[config.mk]
export PLATFORM = sky130hd
export DESIGN_NAME = irq_front
export DESIGN_NICKNAME = d
export VERILOG_FILES = /design/src/rtl/irq_pkg.sv /design/src/rtl/irq_edge_latch.sv /design/src/rtl/irq_ctrl.sv /design/src/rtl/irq_arb.sv /design/src/rtl/irq_front.sv
export SDC_FILE = /design/constraint.sdc
export NUM_CORES = 1
export LEC_CHECK = 0
export ABC_CLOCK_PERIOD_IN_PS = 1110
export BUFFER_PORTS_ARGS = -buffer_cell sky130_fd_sc_hd__buf_2
export CAP_MARGIN = 20
export CORE_MARGIN = 1.5
export CORE_UTILIZATION = 36
export DETAILED_ROUTE_END_ITERATION = 16
export PLACE_DENSITY_LB_ADDON = 0.3
export SLEW_MARGIN = 20
export SYNTH_ARGS = -nofsm -noshare
export SYNTH_HDL_FRONTEND = slang
export SYNTH_SLANG_ARGS = --single-unit
[constraint.sdc]
create_clock -name clk -period 1.11 [get_ports clk]
set_input_delay 0.222 -clock clk [delete_from_list [all_inputs] [get_ports clk]]
set_output_delay 0.222 -clock clk [all_outputs]
set_load 0.01 [all_outputs]
[src/rtl/irq_pkg.sv]
package irq_pkg;

    localparam int VEC_W  = 16;
    localparam int DATA_W = 8;

    typedef enum logic [2:0] {
        SRC_GEN  = 3'd0,
        SRC_LO   = 3'd1,
        SRC_MID  = 3'd2,
        SRC_HI   = 3'd3,
        SRC_TRAP = 3'd4
    } src_e;

    typedef enum logic {
        ST_WAIT,
        ST_OFFER
    } state_e;

    function automatic logic [VEC_W-1:0] vec_of(input src_e s);
        logic [VEC_W-1:0] v;
        unique case (s)
            SRC_TRAP: v = VEC_W'(16'h0024);
            SRC_HI:   v = VEC_W'(16'h003C);
            SRC_MID:  v = VEC_W'(16'h0034);
            SRC_LO:   v = VEC_W'(16'h002C);
            default:  v = '0;
        endcase
        return v;
    endfunction

endpackage

[src/rtl/irq_edge_latch.sv]
module irq_edge_latch (
    input  logic clk,
    input  logic rst_n,
    input  logic sig,
    input  logic clr,
    output logic pend
);
    logic prev_q;
    logic pend_q;
    logic rise;

    assign rise = sig & ~prev_q;

    always_ff @(posedge clk) begin
        if (!rst_n) begin
            prev_q <= 1'b0;
            pend_q <= 1'b0;
        end else begin
            prev_q <= sig;
            if (rise)
                pend_q <= 1'b1;
            else if (clr)
                pend_q <= 1'b0;
        end
    end

    assign pend = pend_q;
endmodule

[src/rtl/irq_ctrl.sv]
module irq_ctrl
    import irq_pkg::*;
#(
    parameter int NUM_RST = 3
) (
    input  logic               clk,
    input  logic               rst_n,
    input  logic               mask_wr,
    input  logic [DATA_W-1:0]  mask_wdata,
    input  logic               mask_rd,
    input  logic               ei_strobe,
    input  logic               di_strobe,
    input  logic               acc_mask,
    input  logic               acc_trap,
    output logic [NUM_RST-1:0] mask,
    output logic               ie,
    output logic               rd_ie,
    output logic               hi_clr_sw
);
    localparam int MSE_BIT = NUM_RST;
    localparam int CLR_BIT = NUM_RST + 1;

    logic [NUM_RST-1:0] mask_q;
    logic               ie_q;
    logic               shadow_ie_q;
    logic               shadow_vld_q;

    always_ff @(posedge clk) begin
        if (!rst_n) begin
            mask_q       <= '1;
            ie_q         <= 1'b0;
            shadow_ie_q  <= 1'b0;
            shadow_vld_q <= 1'b0;
        end else begin
            if (mask_wr && mask_wdata[MSE_BIT])
                mask_q <= mask_wdata[NUM_RST-1:0];

            if (acc_mask || acc_trap || di_strobe)
                ie_q <= 1'b0;
            else if (ei_strobe)
                ie_q <= 1'b1;

            if (acc_trap) begin
                shadow_ie_q  <= ie_q;
                shadow_vld_q <= 1'b1;
            end else if (mask_rd) begin
                shadow_vld_q <= 1'b0;
            end
        end
    end

    assign mask      = mask_q;
    assign ie        = ie_q;
    assign rd_ie     = shadow_vld_q ? shadow_ie_q : ie_q;
    assign hi_clr_sw = mask_wr & mask_wdata[CLR_BIT];
endmodule

[src/rtl/irq_arb.sv]
module irq_arb
    import irq_pkg::*;
(
    input  logic trap_ok,
    input  logic hi_ok,
    input  logic mid_ok,
    input  logic lo_ok,
    input  logic gen_ok,
    output logic any,
    output src_e win
);
    always_comb begin
        any = 1'b1;
        win = SRC_GEN;
        if (trap_ok)
            win = SRC_TRAP;
        else if (hi_ok)
            win = SRC_HI;
        else if (mid_ok)
            win = SRC_MID;
        else if (lo_ok)
            win = SRC_LO;
        else if (gen_ok)
            win = SRC_GEN;
        else
            any = 1'b0;
    end
endmodule

[src/rtl/irq_front.sv]
module irq_front
    import irq_pkg::*;
(
    input  logic              clk,
    input  logic              rst_n,
    input  logic              trap_in,
    input  logic              rst_hi_in,
    input  logic              rst_mid_in,
    input  logic              rst_lo_in,
    input  logic              gen_req_in,
    input  logic              instr_last,
    input  logic              ei_strobe,
    input  logic              di_strobe,
    input  logic              mask_wr,
    input  logic [DATA_W-1:0] mask_wdata,
    input  logic              mask_rd,
    output logic [DATA_W-1:0] mask_rdata,
    input  logic              ack,
    output logic              req_valid,
    output logic [2:0]        req_src,
    output logic [VEC_W-1:0]  req_vec
);
    localparam int NUM_RST = 3;
    localparam int PAD_W   = DATA_W - 2 * NUM_RST - 1;

    state_e state_q, state_d;
    src_e   src_q,   src_d;

    logic             trap_pend, hi_pend;
    logic             trap_clr,  hi_clr, hi_clr_sw;
    logic [NUM_RST-1:0] mask;
    logic             ie_q, rd_ie;
    logic             acc, acc_trap, acc_mask;
    logic             trap_ok, hi_ok, mid_ok, lo_ok, gen_ok;
    logic             any;
    src_e             win;

    irq_edge_latch u_trap (
        .clk(clk), .rst_n(rst_n), .sig(trap_in), .clr(trap_clr), .pend(trap_pend)
    );

    irq_edge_latch u_hi (
        .clk(clk), .rst_n(rst_n), .sig(rst_hi_in), .clr(hi_clr), .pend(hi_pend)
    );

    irq_ctrl #(.NUM_RST(NUM_RST)) u_ctrl (
        .clk(clk), .rst_n(rst_n),
        .mask_wr(mask_wr), .mask_wdata(mask_wdata), .mask_rd(mask_rd),
        .ei_strobe(ei_strobe), .di_strobe(di_strobe),
        .acc_mask(acc_mask), .acc_trap(acc_trap),
        .mask(mask), .ie(ie_q), .rd_ie(rd_ie), .hi_clr_sw(hi_clr_sw)
    );

    assign trap_ok = trap_pend & trap_in;
    assign hi_ok   = ie_q & hi_pend    & ~mask[2];
    assign mid_ok  = ie_q & rst_mid_in & ~mask[1];
    assign lo_ok   = ie_q & rst_lo_in  & ~mask[0];
    assign gen_ok  = ie_q & gen_req_in;

    irq_arb u_arb (
        .trap_ok(trap_ok), .hi_ok(hi_ok), .mid_ok(mid_ok), .lo_ok(lo_ok),
        .gen_ok(gen_ok), .any(any), .win(win)
    );

    always_comb begin
        state_d = state_q;
        src_d   = src_q;
        unique case (state_q)
            ST_WAIT: begin
                if (instr_last && any) begin
                    state_d = ST_OFFER;
                    src_d   = win;
                end
            end
            ST_OFFER: begin
                if (ack)
                    state_d = ST_WAIT;
            end
            default: state_d = ST_WAIT;
        endcase
    end

    always_ff @(posedge clk) begin
        if (!rst_n) begin
            state_q <= ST_WAIT;
            src_q   <= SRC_GEN;
        end else begin
            state_q <= state_d;
            src_q   <= src_d;
        end
    end

    always_comb begin
        req_valid = (state_q == ST_OFFER);
        req_src   = src_q;
        req_vec   = req_valid ? vec_of(src_q) : '0;
    end

    assign acc      = req_valid & ack;
    assign acc_trap = acc & (src_q == SRC_TRAP);
    assign acc_mask = acc & (src_q != SRC_TRAP);
    assign trap_clr = acc_trap;
    assign hi_clr   = (acc & (src_q == SRC_HI)) | hi_clr_sw;

    assign mask_rdata = {{PAD_W{1'b0}}, hi_pend, rst_mid_in, rst_lo_in, rd_ie, mask};
endmodule

* Word-level counts from Yosys, hierarchy flattened
Index checks and enable logic that the tools add are counted.
** Operators by class
- Reductions and logical operators :: 9
- $add $sub $neg :: 0
- Magnitude comparators :: 0
- Eq/ne operators :: 5
- Multiply operators :: 0
- Bitwise gates (word level) :: 23
- Multiplexer cells :: 21
- Div/mod/pow operators :: 0
- Shift operators :: 0
** Operators with widths (number)
- case mux 6 bit (4 select lines) :: 1
- two-way mux 16 bit :: 1
- bitwise AND 1 bit :: 15
- two-way mux 1 bit :: 15
- two-way mux 3 bit :: 3
- inverter 1 bit :: 7
- == test 3 x 2 -> 1 bit, second input constant :: 2
- nonzero test 2 bit :: 3
- == test 3 x 1 -> 1 bit, second input constant :: 1
- == test 3 bit, second input constant :: 1
- != test 3 bit, second input constant :: 1
- logical AND 1 bit :: 2
- logical OR 1 bit :: 2
- case mux 1 bit (2 select lines) :: 1
- AND reduction 2 bit :: 1
- OR reduction 2 bit :: 1
- OR 1 bit :: 1
** Storage, ports and cells
- Latch bits :: 0
- Word-level logic and storage cells :: 68
- Output and inout bits :: 28
- ROM bits :: 0
- RAM bits :: 0
- Bits of input ports :: 21
- Register bits :: 14
- Memories kept :: 0

* Logic depth before layout (Yosys ltp)
Gate-level depths: netlist (run 1).
- Depth in word-level cells :: 9
- Mapped depth :: 4

* By module
A second synthesis (run 1) with hierarchy kept.
** Second synthesis, totals
- Cell total of the unflattened synthesis :: 98
- Area total of the unflattened synthesis :: 833.3 um^2
** By module, submodules not included
- irq_front :: seq. area each 80.1 um^2, instances 1, cells an instance 54, area an instance 405.4 um^2
- irq_ctrl :: seq. area each 120.1 um^2, instances 1, cells an instance 24, area an instance 245.2 um^2
- irq_edge_latch :: seq. area each 40.0 um^2, instances 2, cells an instance 6, area an instance 70.1 um^2
- irq_arb :: seq. area each 0.0 um^2, instances 1, cells an instance 8, area an instance 42.5 um^2

* Worst setup path after synthesis (run 1)
OpenSTA, ideal clock, no wires.
- Path type :: register to output
- Start point :: register src_q[0] (netlist: req_src[0])
- End point :: output req_vec[5]
- Path buffers :: 1
- Arrival :: 0.945 ns
- Cell stages (with the launch flop) :: 5
- Setup slack :: -0.057 ns
- Path through :: dfxtp_1 > nor2_1 > xnor2_1 > and2_1 > buf_4
** Between the ends
- Longest elaborated chain between the ends :: 3
- Elaborated cells between the ends (all ways) :: 6
- Those cells by class :: eq/ne (4); mux (2)
** RTL lines
- from (decl) :: line irq_front.sv:27 : src_e src_q, src_d;
- from (signal assigned) :: line irq_front.sv:89 : src_q <= src_d;
- == test 3 x 1 -> 1 bit, or another cell as far along :: line irq_pkg.sv:21 : unique case (s)
- case mux 6 bit (4 select lines) (*) :: line irq_pkg.sv:21
- two-way mux 16 bit (*) :: line irq_front.sv:96 : req_vec = req_valid ? vec_of(src_q) : '0;
- to (decl) :: line irq_front.sv:21 : output logic [VEC_W-1:0] req_vec
Mark *: on every way between the ends. The rest lies on a longest branch, timed or not.

* Worst setup path after layout (run 1)
- Start point :: register src_q[1] (netlist: req_src[1])
- End point :: output req_vec[2]
Same word-level chain as after synthesis.

==> impl_metrics.csv, run 1 <==
group,metric,value,unit
status,status,"finished, violations left",
status,failed_checks,"negative setup slack",
timing,finalSetupTns,-970,ps
critical_path,crit_path_cell_trace,"nor2_4 -> xnor2_1 -> and2_4 -> buf_6",
synthesis,post_synth.cell_area_avg,8.06,µm²
global_route,via_count_of_the_first_global_routing_pass,641,
place,gp_congestion,0.817,
timing,fin_worst_skew,5.27,ps
finish,n_antenna_cell,0,
detailed_routing,wl,1.76,mm
finish,ratio_of_cells_with_drive_above_1_in_the_final_layout,49.6,%
synthesis,yosysMostFrequentCell,"sky130_fd_sc_hd__buf_4",
synthesis,ys_top_cells_by_count,"18 x sky130_fd_sc_hd__buf_4, 14 x sky130_fd_sc_hd__dfxtp_1, 9 x sky130_fd_sc_hd__nand2_1, 8 x sky130_fd_sc_hd__nand3_1, 6 x sky130_fd_sc_hd__nor2_1",
detailed_routing,postRouteAntennaNets,0,
finish,regArea,289,µm²
clocking,clock_latency,280,ps
timing,timing.final.crit_share,121,%
global_route,pin_count_of_the_biggest_net_entering_global_routing,8,
critical_path,arrival,1120,ps
finish,num-nets-final,158,
global_route,grt_first_pass_wirelength,2.64,mm
finish,fillerInstances,198,
place,place.detailed.hpwl,1.27,mm
synthesis,combined_area_of_all_synthesized_cells,749,µm²
finish,multi_input_area,428,µm²
synthesis,synth_top_cell_by_area,"sky130_fd_sc_hd__dfxtp_1",
flow_run,maxCapViolCount,0,
detailed_routing,num_vias,771,
power,total_power,1.07,mW
synthesis,synth_warnings,0,
synthesis,synth_seq_cells,14,
die,io_pins,49,
synthesis,synth_top_cells_by_area,"sky130_fd_sc_hd__dfxtp_1 37%, sky130_fd_sc_hd__buf_4 18%, sky130_fd_sc_hd__nand3_1 5.3%, sky130_fd_sc_hd__nand2_1 4.5%, sky130_fd_sc_hd__nor2b_1 3.3%",
clocking,clock_tree.root_cell,"sky130_fd_sc_hd__clkbuf_4",
finish,final_design_area_no_fill,1110,µm²
timing,fmaxAchievable,747,MHz
finish,area.growth.synth_to_final,47.6,%
critical_path,cpPeakStageDelay,340,ps
die,floorplan.initialDensity,38.2,%
place,detailed_place.area,937,µm²
timing,timing_max_transition_violations_final,0,
timing,report.final.setup_viol,7,
power,reported_leakage_power,0.540,nW
clocking,clockBufferDepth,2,
clocking,clk_pin_slew,80,ps
synthesis,synthDistinctLibCells,27,
synthesis,synthesis.instances,93,
detailed_routing,drc_errors,0,
synthesis,synth-async-reset-ratio,0,%
die,coreArea,1960,µm²
synthesis,sequential_share_of_the_synthesized_area,37.4,%
clocking,ctsHtreeMaxLevel,1,
timing,layout_min_cycle_time,1340,ps
synthesis,post-synth-top-area-fraction,37.4,%
detailed_routing,drt-pass1-iter-count,5,
die,core.rowCount,16,
synthesis,synth_top_flop_cell,"sky130_fd_sc_hd__dfxtp_1",
die,fp.dieW,48.6,µm
critical_path,cpMaxStageDelayCell,"sky130_fd_sc_hd__dfxtp_2",
place,port_buffers,32,
global_route,antenna_found_initial,0,
clocking,cts.sinks,14,
timing,postLayoutSetupSlackWorst,-228,ps
detailed_routing,detail_route.iter0.violations,10,
global_route,grt_usage,14.7,%
clocking,tritoncts,"yes",
timing,finalHoldViolCount,0,
critical_path,criticalPathCategory,"flip-flop to primary output",
global_route,global_route.overflow_total,0,
die,die-area,2360,µm²
timing,rsz0062_at_grt,"true",
synthesis,post_synth_edffs,0,
critical_path,cp.required,890,ps
detailed_routing,route.detailed.wl_per_inst,10.8,µm
critical_path,critical_path_peak_fanout,2,
place,placement.setup.worst_slack,-47.5,ps
power,p_per_area,963,nW/µm²
clocking,number_of_buffers_inserted_during_clock_tree_synthesis,3,
critical_path,crit_path_end_kind,"primary output",
die,die-height,48.6,µm
detailed_routing,route.detailed.vias_per_inst,4.76,
critical_path,crit_buf_inv,1,
min_path,min-delay-path-class,"input pin to flip-flop",
critical_path,timing.critical_path.max_delay_family,"flip-flops",
critical_path,critical_path.startpoint_type,"flip-flop",
power,maximum_vdd_drop,0.000556,V
[per-layer routing]
metal | global-route usage, % | vias to the layer above | wire length [µm] | part of all wire, %
li1 | - | 372 | - | -
met3 | 2.16 | 6 | 118 | 6.7
met1 | 16.3 | 348 | 673 | 38
met2 | 25.1 | 45 | 914 | 52
met5 | 0 | - | 0 | 0
met4 | 11.4 | 0 | 51 | 2.9
[repair_timing]
action	in CTS	in global routing
endpoints found under the setup margin	7	14
pin swaps	7	2
hold buffers	0	0
buffers inserted	3	0
resized for setup	9	22
[power breakdown]
part	switching (mW)	leakage, nW	total, mW	internal (mW)
logic	0.117	0.409	0.236	0.119
registers	0.0198	0.117	0.547	0.527
clock network	0.156	0.0138	0.282	0.126
[logic make-up after synthesis]
kind of cell | Yosys count | share of synthesized area, %
muxes | 1 | 1.34
AOI/OAI and AO/OA | 17 | 14.4
and+or+nand+nor | 36 | 24.5
buffers and inverters | 23 | 20.7
xor gates and xnor gates | 1 | 1.17
other | 1 | 0.500
DFF | 14 | 37.4
[area by class of cell]
| class | count | area share (%) |
|---|---|---|
| Sequential cell | 14 | 26.1 |
| Inverter | 4 | 1.58 |
| Clock buffer | 3 | 2.04 |
| Multi-Input combinational cell | 68 | 38.7 |
| Tap cell | 27 | 3.05 |
| Timing Repair Buffer | 46 | 28.5 |
[registers in the layout, summed over array words and instances (netlist names)]
name                 cells
req_src                  3
u_ctrl.mask              3
req_valid                1
u_ctrl.ie                1
u_ctrl.shadow_ie_q       1
u_ctrl.shadow_vld_q      1
u_hi.pend                1
u_hi.prev_q              1
u_trap.pend              1
u_trap.prev_q            1
[metrics by stage]
stage	instances	hold slack [ps]	utilization, %
detailed placement	156	402	47.8
floorplan	105	312	-
finish	162	97.8	56.4
global route	162	103	56.4
global placement	156	395	47.8
CTS	162	98.7	51.5
[cell usage in the layout, fill, tap and decap left out, drive strengths merged, types with 3 or more instances in the layout]
cell,synthesis,routed
nor2b,4,4
a21oi,4,4
o21ai,5,5
dfxtp,14,14
buf,19,46
nand3,8,8
clkbuf,0,3
nand2,9,9
nor2,6,6
conb,1,13
inv,4,4
[worst paths after layout]
| check | from | cells after the start | endpoint | slack, ps |
|---|---|---|---|---|
| max | req_src[1]$_SDFFE_PN0P_ | 4 | req_vec[2] | -230 |
| min | di_strobe | 2 | u_ctrl.ie$_SDFFE_PP0P_ | 100 |
| max reg2reg | u_ctrl.ie$_SDFFE_PP0P_ | 5 | req_valid$_SDFF_PN0_ | -50 |
| min reg2reg | u_hi.prev_q$_SDFF_PN0_ | 1 | u_hi.pend$_SDFFE_PN0P_ | 410 |
No activity file was read; power rests on OpenSTA's default activity.
==> inputs of run 2 (changes only) <==
Settings changed: ABC_AREA set to 0, ABC_CLOCK_PERIOD_IN_PS 1110 to 1300, CORE_UTILIZATION 36 to 40, SKIP_CTS_REPAIR_TIMING set to 1.
Clock period 1.11 ns to 1.3 ns, I/O delays scaled along.
==> run 2 against run 1 <==
  * The flow still finishes with violations (negative setup slack)
  * Worst hold slack better by 37 ps
  * Sequential share of layout area up 5.4 points
  * Power down 14%
  * First-iteration DRC count down 90%
  * Critical path depth unchanged
  * Core utilization down 3.5 points
  * Cell area down 17%
  * Global-route usage up 0.88 points
  * Wire length down 13%
  * Cell count down 7.4%
  * Critical endpoint unchanged
  * Largest cell class unchanged
==> impl_metrics.csv, run 2 (synthesis gave the netlist of run 1 again) <==
group,metric,value,unit
clocking,clock_tree.root_cell,"sky130_fd_sc_hd__clkbuf_4",
min_path,min-delay-path-class,"input pin to flip-flop",
critical_path,arrival,1140,ps
die,fp.dieW,46.3,µm
finish,area.growth.synth_to_final,23.2,%
power,reported_leakage_power,0.467,nW
place,port_buffers,32,
die,coreArea,1750,µm²
power,total_power,0.912,mW
power,p_per_area,987,nW/µm²
critical_path,setup.reg_to_reg.worst_slack,140,ps
global_route,grt_first_pass_wirelength,2.39,mm
detailed_routing,num_vias,699,
clocking,number_of_buffers_inserted_during_clock_tree_synthesis,3,
status,failed_checks,"negative setup slack",
clocking,tritoncts,"yes",
critical_path,crit_path_cell_trace,"nor2_4 -> xnor2_1 -> and2_1 -> buf_2",
global_route,via_count_of_the_first_global_routing_pass,591,
detailed_routing,route.detailed.vias_per_inst,4.66,
clocking,clock_latency,280,ps
critical_path,cpMaxStageDelayCell,"sky130_fd_sc_hd__dfxtp_4",
detailed_routing,drc_errors,0,
global_route,pin_count_of_the_biggest_net_entering_global_routing,13,
timing,fin_worst_skew,6.34,ps
critical_path,cp.required,1040,ps
timing,worst_hold_slack,134,ps
place,place.detailed.hpwl,1.19,mm
min_path,hp-start,"di_strobe",
clocking,cts.sinks,14,
finish,n_antenna_cell,0,
min_path,whs_path_depth,2,
detailed_routing,detail_route.iter0.violations,1,
critical_path,r2r-start,"u_ctrl.ie$_SDFFE_PP0P_",
clocking,clockBufferDepth,2,
finish,num-nets-final,147,
critical_path,crit_path_end_kind,"primary output",
die,die-area,2140,µm²
flow_run,maxCapViolCount,0,
min_path,worstHoldEndpoint,"u_ctrl.ie$_SDFFE_PP0P_",
power,maximum_vdd_drop,0.000661,V
clocking,ctsHtreeMaxLevel,1,
die,floorplan.initialDensity,42.9,%
clocking,clk_pin_slew,90,ps
global_route,global_route.overflow_total,0,
die,io_pins,49,
critical_path,criticalPathCategory,"flip-flop to primary output",
timing,postLayoutSetupSlackWorst,-102,ps
place,detailed_place.area,846,µm²
timing,rsz0062_at_grt,"true",
timing,layout_min_cycle_time,1400,ps
detailed_routing,wl,1.52,mm
finish,final_design_area_no_fill,923,µm²
critical_path,worst_r2r_endpoint,"req_valid$_SDFF_PN0_",
finish,most_frequent_standard_cell_in_the_layout_excluding_fill_and_tap_cells,"sky130_fd_sc_hd__buf_2",
critical_path,cpPeakStageDelay,370,ps
timing,fmaxAchievable,713,MHz
detailed_routing,postRouteAntennaNets,0,
status,status,"finished, violations left",
timing,finalHoldViolCount,0,
finish,ratio_of_cells_with_drive_above_1_in_the_final_layout,36.8,%
timing,timing_max_transition_violations_final,0,
finish,layout.cells.most_common_list,"32 x sky130_fd_sc_hd__buf_2, 13 x sky130_fd_sc_hd__conb_1, 9 x sky130_fd_sc_hd__nand2_1, 9 x sky130_fd_sc_hd__dfxtp_1, 8 x sky130_fd_sc_hd__nand3_1",
timing,timing.final.crit_share,108,%
die,core.rowCount,15,
timing,report.final.setup_viol,2,
critical_path,critical_path_peak_fanout,4,
place,gp_congestion,0.825,
detailed_routing,route.detailed.wl_per_inst,10.2,µm
die,die-height,46.3,µm
global_route,antenna_found_initial,0,
critical_path,r2r.worst_path.cells,4,
critical_path,critical_path.startpoint_type,"flip-flop",
detailed_routing,drt-pass1-iter-count,3,
timing,finalSetupTns,-201,ps
global_route,grt_usage,15.6,%
[run 2: changes by cell type in the layout (fill, tap and decap cells not counted), sizes merged]
| cell | before | now |
|---|---|---|
| buf | 46 | 35 |
| clkbuf | 3 | 4 |
[run 2: metal layers]
metal  wire, µm  track usage (%)  up-vias
li1           -                -      352
met1        613             17.7      321
met2        814             26.7       24
met3         80             7.06        2
met4         16             3.43        0
met5          0                0        -
[run 2: final cells by class]
class                           instances  area, µm²
Clock buffer                            4       36.3
Fill cell                             196        822
Inverter                                4       15.0
Multi-Input combinational cell         68        367
Sequential cell                        14        292
Tap cell                               25       31.3
Timing Repair Buffer                   35        183
[run 2: through the flow]
stage	util (%)	instances	setup slack [ps]
after global routing	52.9	150	-172
after detailed placement	48.5	143	85.7
after CTS	50.5	147	-164
final	52.9	150	-102
after global placement	48.5	143	85.8
after floorplan	-	105	95.5
[run 2: power by group]
part           switching [mW]  total, mW  internal [mW]
combinational          0.0772      0.134         0.0573
clock                   0.142      0.312          0.170
sequential             0.0185      0.465          0.446
total                   0.238      0.912          0.674
[run 2: worst max path at each step]
stage	to	depth (start not counted)	start	slack, ps
finish	req_vec[2]	4	req_src[1]$_SDFFE_PN0P_	-100
global route	req_vec[2]	4	req_src[1]$_SDFFE_PN0P_	-170
CTS	req_vec[2]	4	req_src[0]$_SDFFE_PN0P_	-160
detailed placement	req_valid$_SDFF_PN0_	5	trap_in	90
global placement	req_src[2]$_SDFFE_PN0P_	5	rst_mid_in	90
floorplan	req_vec[5]	4	req_src[0]$_SDFFE_PN0P_	100
[run 2: worst max-delay path: cells and delay by family (launching register included)]
family | cells | cell delay, ps
buf+inv | 1 | 130
flops | 1 | 370
xor+xnor | 1 | 110
simple gates | 2 | 260
